[src/rtl/recordFramerPkg.sv]
package recordFramerPkg;
  typedef struct packed {
    logic fire;
    logic recStart;
    logic recStop;
  } frameCtl_t;
endpackage

[src/rtl/recordFramerCtrl.sv]
module recordFramerCtrl
  import recordFramerPkg::*;
#(
  parameter int LEN_W = 8
) (
  input  logic             clk,
  input  logic             rst_n,
  input  logic [LEN_W-1:0] recLen,
  input  logic             inValid,
  input  logic             inStart,
  input  logic             inStop,
  input  logic             errClear,
  output frameCtl_t        ctl,
  output logic             protoErr
);
  localparam logic [LEN_W-1:0] MIN_LEN = LEN_W'(2);

  logic [LEN_W-1:0] wordPos;
  logic [LEN_W-1:0] lenEff;
  logic [LEN_W-1:0] lastIdx;
  logic             atLast;
  logic             rxOpen;
  logic             rxErr;

  // Clamp the programmed length: start and stop may not share a word.
  always_comb begin
    lenEff  = (recLen < MIN_LEN) ? MIN_LEN : recLen;
    lastIdx = lenEff - LEN_W'(1);
    atLast  = (wordPos >= lastIdx);
  end

  always_comb begin
    ctl.fire     = inValid;
    ctl.recStart = inValid && (wordPos == '0);
    ctl.recStop  = inValid && atLast;
  end

  always_ff @(posedge clk) begin
    if (!rst_n) begin
      wordPos <= '0;
    end else if (inValid) begin
      wordPos <= atLast ? '0 : wordPos + LEN_W'(1);
    end
  end

  // Checker for the incoming framing strobes.
  always_comb begin
    rxErr = inValid && ((inStart && inStop) ||
                        (inStart && rxOpen) ||
                        (inStop && !rxOpen));
  end

  always_ff @(posedge clk) begin
    if (!rst_n) begin
      rxOpen   <= 1'b0;
      protoErr <= 1'b0;
    end else begin
      if (inValid && inStart && !inStop) rxOpen <= 1'b1;
      else if (inValid && inStop && !inStart) rxOpen <= 1'b0;
      if (errClear) protoErr <= 1'b0;
      else if (rxErr) protoErr <= 1'b1;
    end
  end
endmodule

[src/rtl/recordFramerPath.sv]
module recordFramerPath
  import recordFramerPkg::*;
#(
  parameter int LANES = 4,
  parameter int BITS  = 16
) (
  input  logic                  clk,
  input  logic                  rst_n,
  input  frameCtl_t             ctl,
  input  logic [LANES*BITS-1:0] inData,
  input  logic [15:0]           inGp,
  output logic                  outValid,
  output logic [LANES*BITS-1:0] outData,
  output logic                  outOverrange,
  output logic                  outStart,
  output logic                  outStop,
  output logic [15:0]           outGp,
  output logic [15:0]           outHeader
);
  localparam logic [BITS-1:0] NEG_FS = {1'b1, {(BITS-1){1'b0}}};
  localparam logic [BITS-1:0] POS_FS = {1'b0, {(BITS-1){1'b1}}};

  logic [LANES-1:0] laneHit;
  logic             anyHit;

  genvar g;
  generate
    for (g = 0; g < LANES; g++) begin : gLane
      logic [BITS-1:0] laneVal;
      assign laneVal    = inData[g*BITS +: BITS];
      assign laneHit[g] = (laneVal == NEG_FS) || (laneVal == POS_FS);
    end
  endgenerate

  assign anyHit = |laneHit;

  always_ff @(posedge clk) begin
    if (!rst_n) begin
      outValid     <= 1'b0;
      outData      <= '0;
      outOverrange <= 1'b0;
      outStart     <= 1'b0;
      outStop      <= 1'b0;
      outGp        <= '0;
      outHeader    <= '0;
    end else begin
      outValid     <= ctl.fire;
      outOverrange <= ctl.fire && anyHit;
      outStart     <= ctl.recStart;
      outStop      <= ctl.recStop;
      if (ctl.fire) begin
        outData <= inData;
        outGp   <= inGp;
      end
      if (ctl.recStart) outHeader <= inGp;
    end
  end
endmodule

[src/rtl/recordFramer.sv]
module recordFramer
  import recordFramerPkg::*;
#(
  parameter int LANES = 4,
  parameter int BITS  = 16,
  parameter int LEN_W = 8
) (
  input  logic                  clk,
  input  logic                  rst_n,
  input  logic [LEN_W-1:0]      recLen,
  input  logic                  inValid,
  input  logic [LANES*BITS-1:0] inData,
  input  logic [15:0]           inGp,
  input  logic                  inStart,
  input  logic                  inStop,
  input  logic                  errClear,
  output logic                  outValid,
  output logic [LANES*BITS-1:0] outData,
  output logic                  outOverrange,
  output logic                  outStart,
  output logic                  outStop,
  output logic [15:0]           outGp,
  output logic [15:0]           outHeader,
  output logic                  protoErr
);
  frameCtl_t ctl;

  recordFramerCtrl #(.LEN_W(LEN_W)) uCtrl (
    .clk      (clk),
    .rst_n    (rst_n),
    .recLen   (recLen),
    .inValid  (inValid),
    .inStart  (inStart),
    .inStop   (inStop),
    .errClear (errClear),
    .ctl      (ctl),
    .protoErr (protoErr)
  );

  recordFramerPath #(.LANES(LANES), .BITS(BITS)) uPath (
    .clk          (clk),
    .rst_n        (rst_n),
    .ctl          (ctl),
    .inData       (inData),
    .inGp         (inGp),
    .outValid     (outValid),
    .outData      (outData),
    .outOverrange (outOverrange),
    .outStart     (outStart),
    .outStop      (outStop),
    .outGp        (outGp),
    .outHeader    (outHeader)
  );
endmodule

[config.mk]
export PLATFORM = sky130hd
export DESIGN_NAME = recordFramer
export DESIGN_NICKNAME = d
export VERILOG_FILES = /design/src/rtl/recordFramerPkg.sv /design/src/rtl/recordFramerCtrl.sv /design/src/rtl/recordFramerPath.sv /design/src/rtl/recordFramer.sv
export SDC_FILE = /design/constraint.sdc
export NUM_CORES = 1
export LEC_CHECK = 0
export BUFFER_PORTS_ARGS = -buffer_cell sky130_fd_sc_hd__buf_4
export CORE_ASPECT_RATIO = 0.5
export CORE_MARGIN = 3
export CORE_UTILIZATION = 45
export DETAILED_ROUTE_END_ITERATION = 12
export HOLD_SLACK_MARGIN = 0.06
export PLACE_DENSITY_LB_ADDON = 0.2
export SLEW_MARGIN = 15
export SYNTH_ARGS = -nofsm -noshare
export SYNTH_HDL_FRONTEND = slang
export SYNTH_SLANG_ARGS = --single-unit
[constraint.sdc]
create_clock -name clk -period 4.7 [get_ports clk]
set_clock_uncertainty 0.2 [all_clocks]
set_input_delay 0.705 -clock clk [delete_from_list [all_inputs] [get_ports clk]]
set_output_delay 0.705 -clock clk [all_outputs]
set_load 0.005 [all_outputs]
==> results of run 1 <==
-- registers in the layout (all words and copies together), names as in the netlist --
register / cells
uPath.outData: 64
uPath.outValid: 1
uCtrl.wordPos: 8
uPath.outGp: 16
uPath.outHeader: 16
uPath.outOverrange: 1
uCtrl.protoErr: 1
uPath.outStop: 1
uCtrl.rxOpen: 1
uPath.outStart: 1
-- critical path, stage by stage --
cell and delay (ns):
sky130_fd_sc_hd__buf_4 0.12, sky130_fd_sc_hd__or4_4 0.53, sky130_fd_sc_hd__nor3_2 0.14, sky130_fd_sc_hd__nor2_1 0.06, sky130_fd_sc_hd__ha_1 0.24, sky130_fd_sc_hd__xnor2_1 0.14, sky130_fd_sc_hd__ha_1 0.30, sky130_fd_sc_hd__and3_1 0.15
sky130_fd_sc_hd__o21ai_1 0.09, sky130_fd_sc_hd__a311oi_2 0.58, sky130_fd_sc_hd__nor4_1 0.11
-- cell usage after synthesis, types with 2 or more instances --
cell type,n,area share
sky130_fd_sc_hd__nor4b_4,2,0.010
sky130_fd_sc_hd__dfxtp_1,110,0.48
sky130_fd_sc_hd__nor2_1,104,0.085
sky130_fd_sc_hd__nand4_1,19,0.026
sky130_fd_sc_hd__xnor2_1,5,0.0096
sky130_fd_sc_hd__nor4b_1,3,0.0057
sky130_fd_sc_hd__nor3_1,2,0.0022
sky130_fd_sc_hd__a31oi_1,2,0.0027
sky130_fd_sc_hd__inv_1,5,0.0041
sky130_fd_sc_hd__buf_2,8,0.0088
sky130_fd_sc_hd__nor4_1,27,0.037
sky130_fd_sc_hd__ha_1,11,0.030
sky130_fd_sc_hd__and3_1,2,0.0027
sky130_fd_sc_hd__o21ai_0,2,0.0022
sky130_fd_sc_hd__a21oi_1,5,0.0055
sky130_fd_sc_hd__xor2_1,6,0.011
sky130_fd_sc_hd__nand2_1,9,0.0074
sky130_fd_sc_hd__buf_4,2,0.0033
sky130_fd_sc_hd__o21ai_1,2,0.0022
sky130_fd_sc_hd__mux2i_1,97,0.21
sky130_fd_sc_hd__nand4b_1,4,0.0077
sky130_fd_sc_hd__clkbuf_1,11,0.0090
-- kinds of logic after synthesis --
kind of cell / Yosys count / share of synthesized area
simple gates: 180 / 0.200
flops: 110 / 0.481
mux: 98 / 0.215
buf+inv: 29 / 0.0293
compound gates: 16 / 0.0230
xor+xnor: 11 / 0.0211
fa+ha+maj: 11 / 0.0301
-- layer usage --
metal	global-route usage	wire length [um]
met1	0.246	5000
met4	0.0553	170
met5	0	0
met2	0.372	6070
met3	0.0685	753
-- cell type report --
class	count	share of cell area
multi-input cells	316	0.349
clock inverters	5	0.00645
flip-flops and latches	110	0.344
repair buffers	197	0.231
clock buffers	11	0.0395
well taps	135	0.0264
inverters	6	0.00352
-- through the flow --
| stage | power, mW | area [um2] |
|---|---|---|
| floorplan | 1.19 | 4570 |
| global placement | 1.37 | 6110 |
| detailed placement | 1.38 | 6110 |
| CTS | 2.12 | 6400 |
| global route | 2.20 | 6400 |
| finish | 2.10 | 6400 |
-- power groups by stage --
stage	clock network, mW	registers, mW	logic (mW)
floorplan	0	1.04	0.148
global placement	0	1.04	0.335
detailed placement	0	1.04	0.340
CTS	0.762	1.02	0.341
global route	0.804	1.03	0.370
finish	0.746	1.02	0.337
-- path summary, 6_finish.rpt --
check | startpoint | to | slack (ns) | cells after the start
worst max-delay path | recLen[5] | uCtrl.wordPos[6] | 1.51 | 11
worst min-delay path | uCtrl.rxOpen | uCtrl.rxOpen | 0.29 | 2
worst max register to register | uCtrl.wordPos[0] | uCtrl.wordPos[6] | 2.66 | 6
worst min register to register | uCtrl.rxOpen | uCtrl.rxOpen | 0.29 | 2
-- placed cells by master, fill, tap and decap left out, types with 2 or more instances in the layout --
cell type	count
sky130_fd_sc_hd__buf_4	197
sky130_fd_sc_hd__dfxtp_1	110
sky130_fd_sc_hd__nor2_1	104
sky130_fd_sc_hd__mux2i_1	97
sky130_fd_sc_hd__nor4_1	27
sky130_fd_sc_hd__nand4_1	19
sky130_fd_sc_hd__ha_1	11
sky130_fd_sc_hd__nand2_1	9
sky130_fd_sc_hd__clkbuf_16	9
sky130_fd_sc_hd__xor2_1	6
sky130_fd_sc_hd__a21oi_1	5
sky130_fd_sc_hd__xnor2_1	5
sky130_fd_sc_hd__inv_1	5
sky130_fd_sc_hd__nand4b_1	4
sky130_fd_sc_hd__nor4b_1	3
sky130_fd_sc_hd__o21ai_0	2
sky130_fd_sc_hd__nor3_1	2
sky130_fd_sc_hd__o21ai_1	2
sky130_fd_sc_hd__and3_1	2
sky130_fd_sc_hd__nor4b_4	2
sky130_fd_sc_hd__a31oi_1	2
sky130_fd_sc_hd__clkbuf_8	2
==> run summary, run 1 <==
The number of antenna diodes in the final layout is 0. The starting density of the core is 0.473, and the synthesis-to-finish area growth is 40.0%. For the initial antenna violation count, the log shows 0. The run gives 780 as the final cell count without fillers. The first global-routing pass estimated 19.6 mm of wire. The region available for standard cell placement spans 9670 um2.

Entering global routing, the biggest net connects 61 pins. At the worst endpoint, the required time is 4.69 ns. The tightest hold path in the finished design has a slack of 0.289 ns. For the clock group share of total power, the log shows 0.355.

Number of post-CTS setup repair buffers: 0. Global routing finished with a remaining overflow of 0. The fraction of the cycle the final worst path needs works out to 0.678. Before CTS, the worst setup slack after placement is 1.18 ns. Detailed router's first-iteration violation count: 143.

The root buffer cell chosen for the clock tree is sky130_fd_sc_hd__clkbuf_16. The clock tree synthesis step divided the H-tree into 3 levels. After clock tree synthesis, the flow added hold-fix buffers numbering 0. The clock net in this run drives a total of 110 sinks.

Average wire per standard cell: 15.4 um. Once detailed placement completed, the half-perimeter wirelength came to 8.97 mm. The logs give 3,979 for the via total after detailed routing and 9 for the number of clock buffers inserted by TritonCTS. The floorplan has 25 rows.

The combinational cell fraction of total power was 0.161; the insertion delay to the later sink of the worst-skew pair was 0.34 ns. At the end of the flow, the number of nets in the layout was 745. In this run the count of I/O pins placed on the die edge is 195.

The number of enable flip-flop cells after synthesis is 0. For the pin with the worst max-slew slack, the measured transition is 0.944 ns. The fraction of the yosys area taken by sequential cells was 0.481; the worst slew margin relative to its limit was 0.371.

Counting flops and latches in the post-synthesis netlist gives 110. Setup repair after global routing left no endpoint under its margin. The worst-case IR drop observed on VDD is 0.186 mV. STA puts the critical path data arrival time at 3.18 ns. Across all setup checks in the final design, the least slack found is 1.51 ns. The share of post-route cells with drive strength above 1 is 0.343.

The netlist uses 39 different library cells. Worst hold-check path type: reg -> reg. The max capacitance violation total was 0. The first-pass iteration count of the detailed router came out at 4. The floorplan step set the die width to 149 um. The nature of the critical path endpoint was a register. For this design the static power due to leakage is 3.09 nW.

The area taken by flip-flops and latches was 2200 um2. The tools report the setup-violating endpoint count in the final report as 0. Once placement completed, the tool counted placed cells totaling 764. Dividing total power by cell area gives a power density of 328 nW/um2.

The time the worst path needs with I/O delays and setup came out at 3.19 ns. The analysis attributes to net switching a power of 0.530 mW. The number of pins exceeding their max-slew limit in the final report is 0, and the utilization of the core after routing is 0.663. In the final layout, the multi-input gates occupy 2240 um2. The total count of hold-check failures in the final report was 0. Counting the fill cells in the layout gives 811.

Synthesized area per cell: 10.1 um2. In this run the worst path has a maximum fanout of 8. Switching part of the total: 0.253. After detailed routing, the number of remaining DRC violations is 0. Based on the critical path, the design can be clocked at up to 314 MHz. For the final sum of negative setup slack, the log shows 0 ns. Summed over all layers, the routed wires come to 12.0 mm. The via count of the first global-routing pass is 3,968, and the last weighted congestion value of the routability-driven placer is 0.816. For this run, the leading register cell type out of synthesis is sky130_fd_sc_hd__dfxtp_1.

Synthesis produced a netlist with a net count of 560. Type of element launching the critical path: a primary input. Internal power comes to 1.57 mW. The number of gates given a new drive strength after cts came out at 0. The die covers 11,500 um2. TritonCTS built the clock tree. The share of synthesized flip-flops with an asynchronous set or reset was 0; the CTS clock-pin slew for the worst setup and hold paths was 0.07 ns. The count of port buffers added during placement works out to 194. The tools report the cell area after technology mapping as 4570 um2. In the routed layout, each cell is associated on average with a via count of 5.10.

For the part of the power in registers, the log shows 0.484. The tools report the Yosys warning count as 0. The startpoint-to-endpoint class of the critical path is in -> reg. The run finished with clean final reports. The die is 77.3 um tall. Synthesis produced 455 cells. No sink is reached through more buffers than the 2 on the longest clock path. Total track usage: 0.210. Once detail routing completed, the nets flagged for antenna violations numbered 0.
Power figures use the tool's default switching activity.
==> inputs of run 2 (changes only) <==
clock period = 3.1 ns   (was 4.7 ns; I/O delays follow)
==> run 2 against run 1 <==
  * First-iteration DRC count is 40% higher
  * Clock power is 65% higher
  * Global-route usage is 0.20 points higher
  * Worst setup slack worse by 1.3 ns
  * Utilization is 1.2 points higher
  * Clock-buffer cell count stayed put
  * Wire length is 0.32% higher
  * Final cell count is 0.64% higher
  * Combinational power is 55% higher
  * Register-to-register slack worse by 1.5 ns
  * Via count is 0.83% lower
  * Critical path depth stayed put
  * Critical path type unchanged
  * Critical endpoint is now uCtrl.wordPos[2]
  * Largest cell class unchanged
==> run summary, run 2 (synthesized netlist as in run 1, its figures left out) <==
The run finished with clean final reports. The startpoint-to-endpoint class of the critical path is in -> reg. The net switching component of the power is 0.790 mW (+49%). The largest net degree at the start of global routing is 55 (-9.8%).

The die width came out at 149 um (unchanged). The tools report the remaining global-route overflow as 0 (unchanged). The detailed router's first-iteration violation count is 200 (+40%). The detail-routed via count per cell works out to 5.03 (-1.5%). Leaving out fill and tap cells, the most frequent cells in the layout are sky130_fd_sc_hd__buf_4, sky130_fd_sc_hd__dfxtp_1, sky130_fd_sc_hd__nor2_1. The I/O pin total was 195 (unchanged).

Leaving out fill and tap cells, the most frequent cell in the layout is sky130_fd_sc_hd__buf_4. The CTS clock-pin slew for the worst setup and hold paths is 0.07 ns (about the same). The number of clock buffers inserted by TritonCTS was 9 (unchanged). The flip-flop count of the largest register after layout works out to 64 (unchanged). For the last weighted congestion value of the routability-driven placer, the log shows 0.791 (-3.0%). The die height came out at 77.3 um (unchanged). Register with the highest flop count: uPath.outData. The nature of the critical path endpoint was a register. The global-route wire length before repair was 19.6 mm (about the same); the arrival time of the worst setup path was 2.91 ns (-0.27 ns). The run gives 0.0781 ns (-0.211 ns) as the worst hold slack.

The part of the power in registers came out at 0.469 (-0.015). The combinational cell fraction of total power was 0.159 (-0.002). The run gives 0 (unchanged) as the number of antenna diodes.

The logs give 0.212 (+0.00195) for the total track usage and 11,500 um2 (unchanged) for the die footprint. The tools report the count of unresolved DRC violations after routing as 0 (unchanged). The count of port buffers added during placement is 194 (unchanged), and the final sum of negative setup slack is 0 ns (unchanged). The worst flop-to-flop path startpoint was uCtrl.wordPos[2].

The path class of the tightest hold or removal check is in -> reg. The clock group share of total power was 0.372 (+0.017). Initial antenna violation count: 0 (unchanged). The switching part of the total was 0.240 (-0.0125). The post-route antenna net violation count came out at 0 (unchanged). The time the worst path needs with I/O delays and setup works out to 2.92 ns. The tools report the total clock sinks as 110 (unchanged). The run gives 750 (+0.67%) as the count of nets after finishing. The first-pass iteration count of the detailed router came out at 4 (unchanged). The register-to-register path setup slack is 1.14 ns (-1.52 ns), and the share of post-route cells with drive strength above 1 is 0.346 (+0.00352). The run gives 9.07 mm (+1.1%) as the HPWL after detailed placement. In this run the critical register-to-register path is captured at uCtrl.wordPos[2].

The clock tree buffer depth came out at 2 (unchanged). The power density over the cells works out to 505 nW/um2 (+54%). The tree is rooted in a sky130_fd_sc_hd__clkbuf_16.

The logs give 3.14 nW (+1.5%) for the leakage power and 0 (unchanged) for the max capacitance violation total. Total number of H-tree levels: 3 (unchanged). The tools report the core outline area as 9670 um2 (unchanged). The fraction of the cycle the final worst path needs works out to 0.941.

The tools report the end point of the worst hold path as uCtrl.protoErr. The average wire per standard cell was 15.3 um (-0.32%); the setup slack after layout was 0.182 ns (-1.33 ns). In this run the most critical hold path is launched from errClear. For the worst ir drop on vdd, the log shows 0.304 mV (+63%). Setup repair after global routing left no endpoint under its margin.

Worst-case setup slack after placement: -0.199 ns (-1.38 ns). The via count of the first global-routing pass is 3,966 (-0.050%). The peak fanout along the critical path is 8 (unchanged), and the standard-cell row count is 25 (unchanged).

The total count of hold-check failures in the final report is 0 (unchanged). The insertion delay to the later sink of the worst-skew pair is 0.34 ns (about the same), and the via total after detailed routing is 3,946 (-0.83%). The transition time at the pin with the least slew margin is 0.689 ns (-0.255 ns), and the number of pins exceeding their max-slew limit in the final report is 0 (unchanged). The worst-case reg-to-reg path depth is 5 (-1). The worst slew margin relative to its limit is 0.537 (+0.166), and the setup-violating endpoint count in the final report is 0 (unchanged). STA classifies the critical path startpoint as a primary input. In the final layout, the registers with the most flip-flops are uPath.outData: 64 flops, uPath.outGp: 16 flops, uPath.outHeader: 16 flops. The total power is 3.29 mW (+57%), and the sum of routed wire length over all layers is 12.0 mm (+0.32%). The logs give 818 (+0.86%) for the number of fillers in the final layout and 343 MHz for the maximum clock frequency. TritonCTS built the clock tree. The starting density of the core was 0.473 (unchanged); the hold path depth was 2 (unchanged). The synthesis-to-finish area growth is 42.5%. For the required time at the worst-slack endpoint, the log shows 3.10 ns (-1.59 ns).

The design internal power is 2.50 mW (+59%).
-- run 2: cell type report --
class | count | area, um2 | area share
tap | 135 | 169 | 0.0259
timing repair buffer | 202 | 1550 | 0.238
sequential | 110 | 2200 | 0.338
clock buffer | 11 | 233 | 0.0357
multi-input combinational | 316 | 2250 | 0.346
clock inverter | 5 | 83.8 | 0.0129
inverter | 6 | 22.5 | 0.00346
-- run 2: power by group through the flow --
stage	clock network, mW	registers, mW	logic (mW)
2_1_floorplan	0	1.58	0.224
3_3_place_gp	0	1.57	0.518
3_5_place_dp	0	1.57	0.526
4_1_cts	1.25	1.54	0.527
5_1_grt	1.31	1.55	0.580
6_report	1.23	1.54	0.523
-- run 2: how the worst max path moves through the flow --
stage                   start               end  slack, ns
CTS                 recLen[5]  uCtrl.wordPos[2]       0.14
floorplan           recLen[5]  uCtrl.wordPos[0]       0.20
finish              recLen[5]  uCtrl.wordPos[2]       0.18
global placement    recLen[5]  uCtrl.wordPos[5]       -0.1
detailed placement  recLen[5]  uCtrl.wordPos[2]      -0.20
global route        recLen[5]  uCtrl.wordPos[0]       0.05
-- run 2: metal layers --
layer | global-route usage | share of wire | vias up
met5 | 0 | 0 | -
met4 | 0.0599 | 0.017 | 0
met3 | 0.0714 | 0.062 | 20
met2 | 0.360 | 0.49 | 99
met1 | 0.258 | 0.44 | 1835
li1 | - | - | 1992
-- run 2: stage by stage --
step | std cells | area, um2 | utilization
finish | 785 | 6520 | 0.674
global route | 785 | 6520 | 0.674
CTS | 785 | 6500 | 0.673
detailed placement | 769 | 6190 | 0.640
global placement | 769 | 6190 | 0.640
floorplan | 455 | 4570 | -
-- run 2: repair_timing --
action                                  in CTS  in global routing
resized for setup                            0                  2
buffers inserted                             0                  0
endpoints found under the setup margin       0                  8
hold buffers                                 0                  0
-- run 2: critical path: stages --
cell and delay, ns:
sky130_fd_sc_hd__buf_4 0.12, sky130_fd_sc_hd__nor4_1 0.37, sky130_fd_sc_hd__nand2_1 0.08, sky130_fd_sc_hd__o21ai_0 0.29, sky130_fd_sc_hd__ha_1 0.28, sky130_fd_sc_hd__nand2_1 0.09
sky130_fd_sc_hd__xor2_1 0.16, sky130_fd_sc_hd__ha_1 0.29, sky130_fd_sc_hd__nand4_1 0.15, sky130_fd_sc_hd__a311oi_4 0.49, sky130_fd_sc_hd__nor4_1 0.12
